`config.mk`:
```
export PLATFORM = sky130hd
export DESIGN_NAME = xlat_ctrl_top
export DESIGN_NICKNAME = d
export VERILOG_FILES = /design/src/rtl/xlat_ctrl_pkg.sv /design/src/rtl/xlat_ctrl_ctl.sv /design/src/rtl/xlat_ctrl_dp.sv /design/src/rtl/xlat_ctrl_top.sv
export SDC_FILE = /design/constraint.sdc
export NUM_CORES = 1
export LEC_CHECK = 0
export BUFFER_PORTS_ARGS = -buffer_cell sky130_fd_sc_hd__buf_2
export CORE_AREA = 10 10 71 73
export CTS_BUF_LIST = sky130_fd_sc_hd__clkbuf_16
export DETAILED_ROUTE_END_ITERATION = 10
export DIE_AREA = 0 0 81 83
export GPL_TIMING_DRIVEN = 0
export PLACE_DENSITY = 0.83
export SLEW_MARGIN = 20
export SYNTH_ARGS = -nofsm -noshare
export SYNTH_HDL_FRONTEND = slang
export SYNTH_SLANG_ARGS = --single-unit
```
`constraint.sdc`:
```
create_clock -name clk -period 1.7 [get_ports clk]
set_input_delay 0.51 -clock clk [delete_from_list [all_inputs] [get_ports clk]]
set_output_delay 0.51 -clock clk [all_outputs]
set_load 0.03 [all_outputs]
```
`src/rtl/xlat_ctrl_pkg.sv`:
```
package xlat_ctrl_pkg;
  localparam int MODE_BIT = 31;
  localparam int ASID_LSB = 22;
  localparam int ASID_MAX = 9;
  localparam int PPN_W    = 22;

  typedef struct packed {
    logic load;  // commit the legalized write
    logic chg;   // committed write moves mode or ASID
  } xlatStrobe_t;
endpackage

```
`src/rtl/xlat_ctrl_ctl.sv`:
```
module xlat_ctrl_ctl
  import xlat_ctrl_pkg::*;
#(
  parameter bit PAGED_EN = 1'b1
) (
  input  logic                csrWrEn,
  input  logic                wrMode,
  input  logic [ASID_MAX-1:0] wrAsidLegal,
  input  logic                curMode,
  input  logic [ASID_MAX-1:0] curAsidQ,
  output xlatStrobe_t         strobe
);
  logic modeLegal;

  generate
    if (PAGED_EN) begin : g_paged
      assign modeLegal = 1'b1;
    end else begin : g_bare
      assign modeLegal = ~wrMode;
    end
  endgenerate

  always_comb begin
    strobe.load = csrWrEn & modeLegal;
    strobe.chg  = strobe.load & ((wrMode != curMode) | (wrAsidLegal != curAsidQ));
  end
endmodule

```
`src/rtl/xlat_ctrl_dp.sv`:
```
module xlat_ctrl_dp
  import xlat_ctrl_pkg::*;
#(
  parameter int ASID_W = 9
) (
  input  logic                clk,
  input  logic                rstN,
  input  logic [31:0]         csrWrData,
  input  xlatStrobe_t         strobe,
  input  logic [1:0]          privLvl,
  output logic                wrMode,
  output logic [ASID_MAX-1:0] wrAsidLegal,
  output logic                curMode,
  output logic [ASID_MAX-1:0] curAsidQ,
  output logic [PPN_W-1:0]    ppnQ,
  output logic                xlatEn,
  output logic                chgQ
);
  localparam logic [ASID_MAX-1:0] ASID_MASK = ASID_MAX'((1 << ASID_W) - 1);

  assign wrMode      = csrWrData[MODE_BIT];
  assign wrAsidLegal = csrWrData[ASID_LSB +: ASID_MAX] & ASID_MASK;

  always_ff @(posedge clk) begin
    if (!rstN) begin
      curMode <= 1'b0;
      ppnQ    <= '0;
      chgQ    <= 1'b0;
    end else begin
      chgQ <= strobe.chg;
      if (strobe.load) begin
        curMode <= wrMode;
        ppnQ    <= csrWrData[PPN_W-1:0];
      end
    end
  end

  generate
    if (ASID_W == 0) begin : g_noAsid
      assign curAsidQ = '0;
    end else begin : g_asid
      logic [ASID_W-1:0] asidQ;
      always_ff @(posedge clk) begin
        if (!rstN) asidQ <= '0;
        else if (strobe.load) asidQ <= wrAsidLegal[ASID_W-1:0];
      end
      assign curAsidQ = ASID_MAX'(asidQ);
    end
  endgenerate

  // Only user and supervisor levels translate.
  assign xlatEn = curMode & ((privLvl == 2'b00) | (privLvl == 2'b01));
endmodule

```
`src/rtl/xlat_ctrl_top.sv`:
```
module xlat_ctrl_top
  import xlat_ctrl_pkg::*;
#(
  parameter bit PAGED_EN = 1'b1,
  parameter int ASID_W   = 9
) (
  input  logic        clk,
  input  logic        rstN,
  input  logic        csrWrEn,
  input  logic [31:0] csrWrData,
  output logic [31:0] csrRdData,
  input  logic [1:0]  privLvl,
  output logic        xlatEn,
  output logic [8:0]  curAsid,
  output logic [21:0] rootPpn,
  output logic        ctxChgPulse
);
  xlatStrobe_t         strobe;
  logic                wrMode;
  logic                curMode;
  logic [ASID_MAX-1:0] wrAsidLegal;
  logic [ASID_MAX-1:0] curAsidQ;
  logic [PPN_W-1:0]    ppnQ;

  xlat_ctrl_ctl #(.PAGED_EN(PAGED_EN)) ctlI (
    .csrWrEn(csrWrEn), .wrMode(wrMode), .wrAsidLegal(wrAsidLegal),
    .curMode(curMode), .curAsidQ(curAsidQ), .strobe(strobe)
  );

  xlat_ctrl_dp #(.ASID_W(ASID_W)) dpI (
    .clk(clk), .rstN(rstN), .csrWrData(csrWrData), .strobe(strobe),
    .privLvl(privLvl), .wrMode(wrMode), .wrAsidLegal(wrAsidLegal),
    .curMode(curMode), .curAsidQ(curAsidQ), .ppnQ(ppnQ),
    .xlatEn(xlatEn), .chgQ(ctxChgPulse)
  );

  assign csrRdData = {curMode, curAsidQ, ppnQ};
  assign curAsid   = curAsidQ;
  assign rootPpn   = ppnQ;
endmodule

```
; ---- After elaboration in Yosys (flattened, before gate mapping)
; Index checks and enable logic that the tools add are counted.
[totals]
register_bits = 33
in_bits = 37
elab_cells = 12
[op_classes]
eq_ne = 3
bitwise_logic = 4
reduce_logical = 1
[op_table]
columns = op, count
row1 = 9-bit inequality test, 1
row2 = 1-bit AND, 2
row3 = 2-bit by 1-bit equality test with 1-bit output (second input constant), 1
row4 = 2-bit zero test, 1
row5 = 1-bit OR, 2
row6 = 1-bit inequality test, 1

; ---- Longest topological paths before layout
[logic_depth]
depth_word = 3
ltp_mapped = 4
depth_no_buf = 3

; ---- Cells and area by module
; A second synthesis with hierarchy kept.
[hier_totals]
cells_unflattened = 162
area_unflattened_um2 = 1710.4
[modules_own_cells]
columns = module, n_inst, cells_each, area_per_inst_um2, seq_area_each_um2
row1 = xlat_ctrl_dp, 1, 116, 1351.3, 660.6
row2 = xlat_ctrl_top, 1, 32, 240.2, 0.0
row3 = xlat_ctrl_ctl, 1, 14, 118.9, 0.0

; ---- Least setup slack after synthesis
; OpenSTA, ideal clock, no wires.
[synth_path]
path_kind = input-to-output
start = in privLvl[1]
end = out xlatEn
arrival_ns = 0.942
required_ns = 1.190
path_slack_ns = 0.248
path_stages = 1
path_cell_list = nor2b_1
[synth_between]
elab_chain_cells = 3
word_cells_on_any_way = 4
[synth_lines]
columns = element, line
row1 = from (decl), xlat_ctrl_top.sv:12  ; input logic [1:0] privLvl,
row2 = 2-bit by 1-bit equality test with 1-bit output / 2-bit zero test (equally long branches), xlat_ctrl_dp.sv:52  ; assign xlatEn = curMode & ((privLvl == 2'b00) | (privLvl == 2'b01));
row3 = 1-bit OR (*), xlat_ctrl_dp.sv:52
row4 = 1-bit AND (*), xlat_ctrl_dp.sv:52
row5 = to (decl), xlat_ctrl_top.sv:13  ; output logic xlatEn,
; Mark *: on every way between the ends. The rest lies on a longest branch, timed or not.

; ---- Worst setup path after layout
[layout_path]
start = reg dpI.curMode
end = out xlatEn
[layout_between]
elab_chain_cells = 1
[layout_lines]
columns = element, line
row1 = from (decl), xlat_ctrl_dp.sv:13  ; output logic curMode,
row2 = from (signal assigned), xlat_ctrl_dp.sv:32  ; curMode <= wrMode;
row3 = 1-bit AND, xlat_ctrl_dp.sv:52
; No other way between the ends.

==> qor.yml <==
drt_iter0_markers: 36
cts_sinks: 33
grt_max_degree: 11
preCtsSetupSlack_ns: 0.292
root_buffer: "clkbuf_16"
min_path_type: "in2reg"
grt_overflow: 0
r2r-end: "dpI.chgQ"
ys_warn_count: 0
synth_top_family_by_area: "buffers and inverters"
final_antenna_net_count: 0
setup-tns-final_ns: 0
drc: 0
coreArea_sq_um: 3630
rsz0062_at_grt: "no"
r2r_cells: 3
power_leakage_nw: 1.32
crit_chain: "nor2b_1 > buf_2"
cts_hold_buf: 0
muxShareOfSynthArea_pct: 19.6
avgSynthCellArea_sq_um: 10.7
clk_latency_ns: 0.27
grt_pass1_vias: 1405
area_delta_synth_final_pct: 42.5
cts.clk_slew.worst_paths_ns: 0.05
num_rows: 22
die_width_um: 81
io_buffers: 99
finalWorstSetupSlack_ns: 0.209
cp.arrival_ns: 0.98
antenna_cells: 0
fin_crit_ns: 1.49
wl_per_cell_um: 13.3
path_delay_family: "flip-flops"
viasPerCell: 4.28
crit_fanout: 4
firstDrtPassIters: 4
drive_above_1_share_pct: 54.8
synth_fa_ha_area_share_pct: 0
drv_slew: 0
layout.nets: 295
io_pins: 102
routed_wl_um: 4070
ys_seq_area_share_pct: 40.5
synth-edff-count: 0
status: "finished, final reports clean"
fp.dieArea_sq_um: 6720
synth-compound-area-share_pct: 0.384
skew_ns: 0.00340
synth_area_sq_um: 1630
r2r_slack_ns: 0.63
die_h_um: 83
ff_latch_area_sq_um: 661
crit_path_end_kind: "output port"
power_density_nw_per_um2: 950
start_util_pct: 44.9
vias: 1313
post_cts_resize_count: 0
grt.total_usage_pct: 11.9
yosys.area_share.simple_pct: 14.3
crit_required_ns: 1.19
max_freq_mhz: 671
design_area_sq_um: 2320
multi_input_area_sq_um: 647
hold_depth: 3
antenna_found_initial: 0
grt_pass1_wl_um: 6500
gp_congestion: 0.738
cp_slowest_cell: "dfxtp_1"
worst_pin_slew_ns: 0.322
fillers: 320
cp-start-kind: "flip-flop"
setup_violations: 0
cts_max_level: 2
async_reset_ff_share_pct: 0
post_cts_buffers: 0
hold_end: "dpI.ppnQ[0]"
cts_buffer_depth: 2
hpwl_um: 3410
cts_tree: "yes"
ys.flop_type: "dfxtp_1"
cts_buffers: 5
maxCapViolCount: 0
syn_nets: 189
netlist_instances: 152
synthXorXnorAreaFrac_pct: 5.37
path_class: "reg2out"
worst_path_largest_cell_delay_ns: 0.38
max_slew_margin_pct: 78.5
placed_cell_area_sq_um: 2190
post-route-period-util_pct: 87.7
hp-start: "csrWrData[0]"
r2r_start: "dpI.curAsidQ[0]"
ys_seq_elements: 33
ys_types: 13
hold_viol: 0
max-vdd-ir-drop_uv: 554
cp_num_buf_inv: 1
==> kinds of logic (layout without fill, tap and decap cells) <==
family / count (synthesis) / count (layout)
compound gates: 1 / 1
xor+xnor: 10 / 10
buf+inv: 39 / 146
flops: 33 / 33
mux: 32 / 32
simple gates: 37 / 37
==> layout make-up <==
| class | instances | area share (%) |
|---|---|---|
| Timing Repair Buffer | 99 | 21.3 |
| Multi-Input combinational cell | 80 | 27.8 |
| Buffer | 39 | 13.9 |
| Clock inverter | 3 | 0.539 |
| Tap cell | 48 | 2.58 |
| Sequential cell | 33 | 28.4 |
| Clock buffer | 5 | 5.39 |
==> power by group <==
part / leakage, nW / switching [W] / internal (W) / total [W]
clock network: 0.0687 / 0.000294 / 0.000528 / 0.000821
registers: 0.273 / 0.0000373 / 0.000822 / 0.000859
logic: 0.979 / 0.000305 / 0.000221 / 0.000526
==> worst max path at each step <==
stage / startpoint / to / slack, ns / cells after the start
floorplan: privLvl[1] / xlatEn / 0.25 / 1
global placement: privLvl[1] / xlatEn / 0.30 / 3
detailed placement: privLvl[1] / xlatEn / 0.29 / 3
CTS: dpI.curMode / xlatEn / 0.19 / 2
global route: dpI.curMode / xlatEn / 0.12 / 2
finish: dpI.curMode / xlatEn / 0.21 / 2
==> synthesized netlist by cell type, types with 3 or more instances <==
cell       n  area share, %
clkbuf_1   3           0.69
nor2b_1   33             13
dfxtp_1   33             41
xor2_1    10            5.4
buf_4     32             15
buf_12     3            3.7
mux2i_1   32             20
==> worst register-to-register path, stage by stage, from the launching register on <==
cell and delay [ns]:
dfxtp_1 0.35, xor2_1 0.18, nor4_1 0.30, a31oi_1 0.13
==> cell usage in the layout (no fill, tap or decap) <==
cell type  instances
clkinv_2           1
nand2_1            1
dfxtp_1           33
nor4_1             1
buf_6              1
nor2b_1           33
clkinv_1           2
clkbuf_16          5
mux2i_1           32
a31oi_1            1
nor2_1             1
buf_12             3
nor4_2             1
buf_4             32
buf_2             99
clkbuf_1           3
xor2_1            10
==> state kept, by name, summed over array words and instances (netlist names) <==
register	cells
dpI.ppnQ	22
dpI.chgQ	1
dpI.curMode	1
dpI.curAsidQ	9
==> layer usage <==
metal  GRT usage, %  up-vias  share of wire, %
met5              0        -                 0
met4           4.23        0              0.91
met3           6.79        6                13
met2           19.7       66                47
met1           12.2      573                39
li1               -      668                 -
==> through the flow <==
| stage | std cells | util [%] | hold slack (ns) | power, W |
|---|---|---|---|---|
| 2_1_floorplan | 152 | - | 0.528 | 0.00125 |
| 3_3_place_gp | 299 | 60.2 | 0.517 | 0.00140 |
| 3_5_place_dp | 299 | 60.2 | 0.525 | 0.00141 |
| 4_1_cts | 307 | 63.9 | 0.495 | 0.00223 |
| 5_1_grt | 307 | 63.9 | 0.505 | 0.00230 |
| 6_report | 307 | 63.9 | 0.494 | 0.00221 |
(Power assumes the default switching activity.)
